--- src/rtl/timer_pkg.sv ---
package timer_pkg;

  typedef enum logic [1:0] {
    CHAIN_FULL  = 2'd0,
    CHAIN_SKIP  = 2'd1,
    CHAIN_SPLIT = 2'd2
  } chain_mode_e;

  // Split mode needs all three controls; skip alone removes the low section.
  function automatic chain_mode_e pick_mode(input logic skip, input logic clr, input logic fill);
    if (skip && clr && fill) return CHAIN_SPLIT;
    if (skip)                return CHAIN_SKIP;
    return CHAIN_FULL;
  endfunction

endpackage

--- src/rtl/timer_chain.sv ---
module timer_chain
  import timer_pkg::*;
#(
  parameter  int SECT   = 8,
  localparam int STAGES = 3 * SECT
) (
  input  logic              clk,
  input  logic              rst_n,
  input  chain_mode_e       mode,
  input  logic              adv,
  input  logic              load_zero,
  input  logic              load_ones,
  output logic [STAGES-1:0] q
);

  logic [STAGES-1:0] q_r;
  logic [STAGES-1:0] q_nxt;
  logic [STAGES-1:0] run_v;

  // Toggle enables: a stage runs when all lower stages of its section are 1.
  // A section head takes the raw advance when the mode cuts the chain there.
  always_comb begin : carry_p
    logic run;
    logic prev_q;
    run    = 1'b0;
    prev_q = 1'b0;
    for (int k = 0; k < STAGES; k++) begin
      if (k == 0)
        run = adv && (mode != CHAIN_SKIP);
      else if ((k == SECT) && (mode != CHAIN_FULL))
        run = adv;
      else if ((k == 2 * SECT) && (mode == CHAIN_SPLIT))
        run = adv;
      else
        run = run && prev_q;
      run_v[k] = run;
      prev_q   = q_r[k];
    end
  end

  genvar k;
  generate
    for (k = 0; k < STAGES; k++) begin : g_stage
      assign q_nxt[k] = load_zero ? 1'b0 :
                        load_ones ? 1'b1 :
                        (q_r[k] ^ run_v[k]);
    end
  endgenerate

  always_ff @(posedge clk or negedge rst_n) begin
    if (!rst_n) q_r <= '0;
    else        q_r <= q_nxt;
  end

  assign q = q_r;

endmodule

--- src/rtl/timer_tap_mux.sv ---
module timer_tap_mux #(
  parameter  int SECT   = 8,
  localparam int STAGES = 3 * SECT,
  localparam int TAPS   = 2 * SECT,
  localparam int SEL_W  = $clog2(TAPS)
) (
  input  logic [STAGES-1:0] q,
  input  logic [SEL_W-1:0]  sel,
  output logic              tap
);

  logic [TAPS-1:0] taps;

  genvar i;
  generate
    for (i = 0; i < TAPS; i++) begin : g_tap
      assign taps[i] = q[SECT + i];
    end
  endgenerate

  assign tap = taps[sel];

endmodule

--- src/rtl/timer_oneshot.sv ---
module timer_oneshot #(
  parameter int LEN_W = 8
) (
  input  logic             clk,
  input  logic             rst_n,
  input  logic             enable,
  input  logic [LEN_W-1:0] len,
  input  logic             tap,
  output logic             pulse
);

  logic             tap_d;
  logic [LEN_W-1:0] left_r;
  logic [LEN_W-1:0] left_nxt;
  logic             rise;

  assign rise = tap && !tap_d;

  // A running pulse ignores new edges; a zero length never starts one.
  always_comb begin
    if (left_r != '0)
      left_nxt = left_r - 1'b1;
    else if (enable && rise)
      left_nxt = len;
    else
      left_nxt = '0;
  end

  always_ff @(posedge clk or negedge rst_n) begin
    if (!rst_n) begin
      tap_d  <= 1'b0;
      left_r <= '0;
    end else begin
      tap_d  <= tap;
      left_r <= left_nxt;
    end
  end

  assign pulse = (left_r != '0);

endmodule

--- src/rtl/prog_tap_timer.sv ---
module prog_tap_timer
  import timer_pkg::*;
#(
  parameter  int SECT   = 8,
  parameter  int LEN_W  = 8,
  localparam int STAGES = 3 * SECT,
  localparam int SEL_W  = $clog2(2 * SECT)
) (
  input  logic              clk,
  input  logic              rst_n,
  input  logic              skip_low,
  input  logic              clr,
  input  logic              fill,
  input  logic              hold,
  input  logic [SEL_W-1:0]  tap_sel,
  input  logic              pulse_en,
  input  logic [LEN_W-1:0]  pulse_len,
  output logic              tap_out,
  output logic [STAGES-1:0] count_q
);

  logic        rst_meta_n;
  logic        rst_core_n;
  chain_mode_e mode;
  logic        split;
  logic        load_zero;
  logic        load_ones;
  logic        adv;
  logic        tap_raw;
  logic        pulse;

  always_ff @(posedge clk or negedge rst_n) begin
    if (!rst_n) begin
      rst_meta_n <= 1'b0;
      rst_core_n <= 1'b0;
    end else begin
      rst_meta_n <= 1'b1;
      rst_core_n <= rst_meta_n;
    end
  end

  assign mode      = pick_mode(skip_low, clr, fill);
  assign split     = (mode == CHAIN_SPLIT);
  assign load_zero = clr && !split;
  assign load_ones = fill && !clr && !split;
  assign adv       = !hold;

  timer_chain #(.SECT(SECT)) u_chain (
    .clk       (clk),
    .rst_n     (rst_core_n),
    .mode      (mode),
    .adv       (adv),
    .load_zero (load_zero),
    .load_ones (load_ones),
    .q         (count_q)
  );

  timer_tap_mux #(.SECT(SECT)) u_mux (
    .q   (count_q),
    .sel (tap_sel),
    .tap (tap_raw)
  );

  timer_oneshot #(.LEN_W(LEN_W)) u_shot (
    .clk    (clk),
    .rst_n  (rst_core_n),
    .enable (pulse_en),
    .len    (pulse_len),
    .tap    (tap_raw),
    .pulse  (pulse)
  );

  assign tap_out = pulse_en ? pulse : tap_raw;

endmodule

--- config.mk ---
export PLATFORM = sky130hd
export DESIGN_NAME = prog_tap_timer
export DESIGN_NICKNAME = d
export VERILOG_FILES = /design/src/rtl/timer_pkg.sv /design/src/rtl/timer_chain.sv /design/src/rtl/timer_tap_mux.sv /design/src/rtl/timer_oneshot.sv /design/src/rtl/prog_tap_timer.sv
export SDC_FILE = /design/constraint.sdc
export NUM_CORES = 1
export LEC_CHECK = 0
export ABC_AREA = 1
export BUFFER_PORTS_ARGS = -buffer_cell sky130_fd_sc_hd__clkbuf_2
export CELL_PAD_IN_SITES_DETAIL_PLACEMENT = 1
export CELL_PAD_IN_SITES_GLOBAL_PLACEMENT = 1
export CORE_MARGIN = 4
export CORE_UTILIZATION = 42
export CTS_CLUSTER_DIAMETER = 200
export DETAILED_ROUTE_END_ITERATION = 16
export GPL_TIMING_DRIVEN = 0
export MAX_ROUTING_LAYER = met4
export PLACE_DENSITY = 0.89
export SLEW_MARGIN = 10
export SYNTH_ARGS = -nofsm -noshare
export SYNTH_HDL_FRONTEND = slang
export SYNTH_SLANG_ARGS = --single-unit
--- constraint.sdc ---
create_clock -name clk -period 1.8 [get_ports clk]
set_input_delay 0.36 -clock clk [delete_from_list [all_inputs] [get_ports clk]]
set_output_delay 0.36 -clock clk [all_outputs]
set_load 0.005 [all_outputs]
==> impl_metrics.tcl <==
set metrics [dict create \
    ys.flop_type "dfrtp_1" \
    finalMaxSlewViolations 0 \
    switching_share_pct 33.0 \
    numCtsBuffers 5 \
    violations "setup timing" \
    final_cells 356 \
    r2r-start "u_chain.q[0]$_DFF_PN0_" \
    max_freq_mhz 210 \
    yosys.area_share.simple_pct 28.6 \
    cts.sinks 35 \
    drt-total-wl_mm 6.30 \
    crit_slowest_cell "dfrtp_1" \
    mostFrequentLayoutCells "nand2_1, clkbuf_2, dfrtp_1, inv_1, ha_4" \
    synth_top_cell_by_area "dfrtp_1" \
    ios 44 \
    io_buffers 42 \
    place_congestion 0.856 \
    irDropWorstVdd_mv 0.513 \
    final-hold-violation-count 0 \
    skew_ns 0.0133 \
    grt_pass1_vias 2025 \
    drt_iter0_drc 66 \
    antenna_left 0 \
    n_fill_cell 518 \
    diodes 0 \
    p_leak_nw 1.44 \
    seq_area_um2 881 \
    synth_xor_area_share_pct 1.31 \
    finalCriticalPeriod_ns 4.75 \
    reg2reg_slack_ns -2.95 \
    cts-root-buf "clkbuf_8" \
    cp_max_fo 2 \
    syn_inst 246 \
    synth_area_leaders "dfrtp_1, nand2_1, ha_1" \
    grt_pass1_wl_mm 9.98 \
    p_int_mw 1.36 \
    drc_errors 0 \
    path_class "reg -> reg" \
    vias 1833 \
    synth-seq-cells 35 \
    slowest_delay_ns 0.42 \
    crit_path_frequent_cell "ha_4" \
    fin_ws_ns -2.95 \
    synthesis.nets 290 \
    grt_overflow 0 \
    nNetsFinal 347 \
    power_frac_clock_pct 28.5 \
    yosys_warnings 0 \
    h-tree-depth 2 \
    reg2reg_to "u_chain.q[23]$_DFF_PN0_" \
    row_count 24 \
    synth_edf_count 0 \
    drt-pass1-iter-count 10 \
    hold_path_class "reg -> async" \
    ys_seq_area_share_pct 43.8 \
    synth-adder-area-share_pct 15.6 \
    critPathCaptureType "flip-flop" \
    status "finished, violations left" \
    final_common_cell "nand2_1" \
    yosysUniqueCellTypes 23 \
    slew_headroom_pct 50.0 \
    path_clk_slew_ns 0.08 \
    dp_cells 340 \
    synth_compound_area_share_pct 2.25 \
    grt_max_degree 34 \
    seqPwrFrac_pct 47.3 \
    ys_async_sr_fraction_pct 100 \
    finalCritPeriodShare_pct 264 \
    clk_latency_ns 0.30 \
    viasPerCell 5.15 \
    worst_pin_slew_ns 0.750 \
    max_cap_violations 0 \
    die-area_mm2 0.00594 \
    synth_top_family_by_area "simple AND/OR/NAND/NOR gates" \
    place_hpwl_mm 3.81 \
    drive_above_1_share_pct 44.4 \
    setup_viol 19 \
    core_region_area_mm2 0.00447 \
    die_w_um 77.0 \
    start_util_pct 44.7 \
    yosysTopAreaCellShare_pct 43.8 \
    rsz0062_at_grt "yes" \
    cp.required_ns 2.05 \
    area_delta_synth_final_pct 42.0 \
    p_switching_mw 0.670 \
    powerDensity_mw_per_mm2 714 \
    power_frac_comb_pct 24.2 \
    syn_area_mm2 0.00200 \
    clockBufferDepth 2 \
    antenna_found_initial 0 \
    startpoint_type "flip-flop" \
    multi_input_area_mm2 0.00136 \
    die_h_um 77.0 \
    synthMuxAreaShare_pct 0 \
    arrival_ns 5.00 \
    syn_area_per_cell_um2 8.14 \
    place_area_mm2 0.00256 \
    r2r.worst_path.cells 31 \
    drt-wirelength-per-cell_um 17.7 \
    stdcell_area_mm2 0.00284 \
    cts_tree "yes" \
    grt.total_usage_pct 22.3 \
    timing.setup.tns_ns -28.14 \
]
[how the worst max path moves through the flow]
stage	start	end	cells after the start
after floorplan	clr	u_chain.q[23]$_DFF_PN0_	33
after global placement	skip_low	u_chain.q[23]$_DFF_PN0_	34
after detailed placement	skip_low	u_chain.q[23]$_DFF_PN0_	34
after CTS	u_chain.q[0]$_DFF_PN0_	u_chain.q[23]$_DFF_PN0_	31
after global routing	u_chain.q[0]$_DFF_PN0_	u_chain.q[23]$_DFF_PN0_	31
final	u_chain.q[0]$_DFF_PN0_	u_chain.q[23]$_DFF_PN0_	31
[power by group through the flow]
stage	Combinational [mW]	Sequential [mW]	Clock, mW
final	0.491	0.960	0.579
after global routing	0.545	0.974	0.638
after CTS	0.443	0.953	0.594
after detailed placement	0.365	0.968	0
after global placement	0.335	0.961	0
after floorplan	0.197	0.959	0
[per-stage QoR]
step                      hold WS (ns)  utilization (%)  power [mW]  setup slack [ns]
after floorplan                 0.0644                -        1.16             -2.87
after global placement           0.148             57.2        1.30             -3.22
after detailed placement         0.150             57.2        1.33             -3.28
after CTS                        0.360             61.8        1.99             -2.94
after global routing             0.374             63.5        2.16             -3.07
final                            0.338             63.5        2.03             -2.95
[cell families after synthesis]
family                   count (synthesis)
flip-flops                              35
other                                    1
AO/OA/AOI/OAI                            9
buffers and inverters                   39
XOR/XNOR                                 3
AND/OR/NAND/NOR                        134
adder cells (fa/ha/maj)                 25
[layout make-up]
| class | count | share of cell area [%] |
|---|---|---|
| clock inverters | 2 | 0.440 |
| flip-flops and latches | 35 | 31.0 |
| clock buffers | 6 | 2.55 |
| multi-input cells | 172 | 48.0 |
| repair buffers | 50 | 9.82 |
| inverters | 33 | 4.53 |
| plain buffers | 6 | 1.41 |
| well taps | 52 | 2.29 |
[metal layers]
| metal | share of wire (%) | track usage [%] | up-vias |
|---|---|---|---|
| met1 | 40 | 24.3 | 892 |
| met4 | 4.3 | 10.3 | 0 |
| li1 | - | - | 879 |
| met5 | 0 | - | - |
| met3 | 3.5 | 3.16 | 19 |
| met2 | 52 | 40.0 | 43 |
[what timing repair did]
action                     4_1_cts  5_1_grt
gates resized for setup         21       20
setup buffers                    6        1
pin swaps                        5        4
setup endpoints to repair       19       19
gates cloned                     0        0
hold buffers                     1        0
hold endpoints to repair         2        0
[worst max-delay path: cells and delay by family (launching register included)]
kind                     cells  cell delay (ns)
buffers and inverters        1             0.05
adder cells (fa/ha/maj)     23             3.65
AO/OA/AOI/OAI                2             0.11
AND/OR/NAND/NOR              5             0.46
flip-flops                   1             0.42
[Yosys cell counts (2+ instances only)]
cell type	n
xor2_1	2
buf_6	2
dfrtp_1	35
nand3_1	23
buf_2	2
inv_2	4
nor2_2	7
o21ai_0	3
inv_1	28
nor2_1	11
o21ai_1	2
nand2_1	87
ha_1	25
a21oi_1	4
clkbuf_1	2
or2_2	2
[sequential cells by signal, indices dropped and copies added, names as in the netlist]
signal	count
u_chain.q	24
u_shot.left_r	8
u_shot.tap_d	1
rst_core_n	1
rst_meta_n	1
Note: power is estimated with default switching activity, not from simulation.
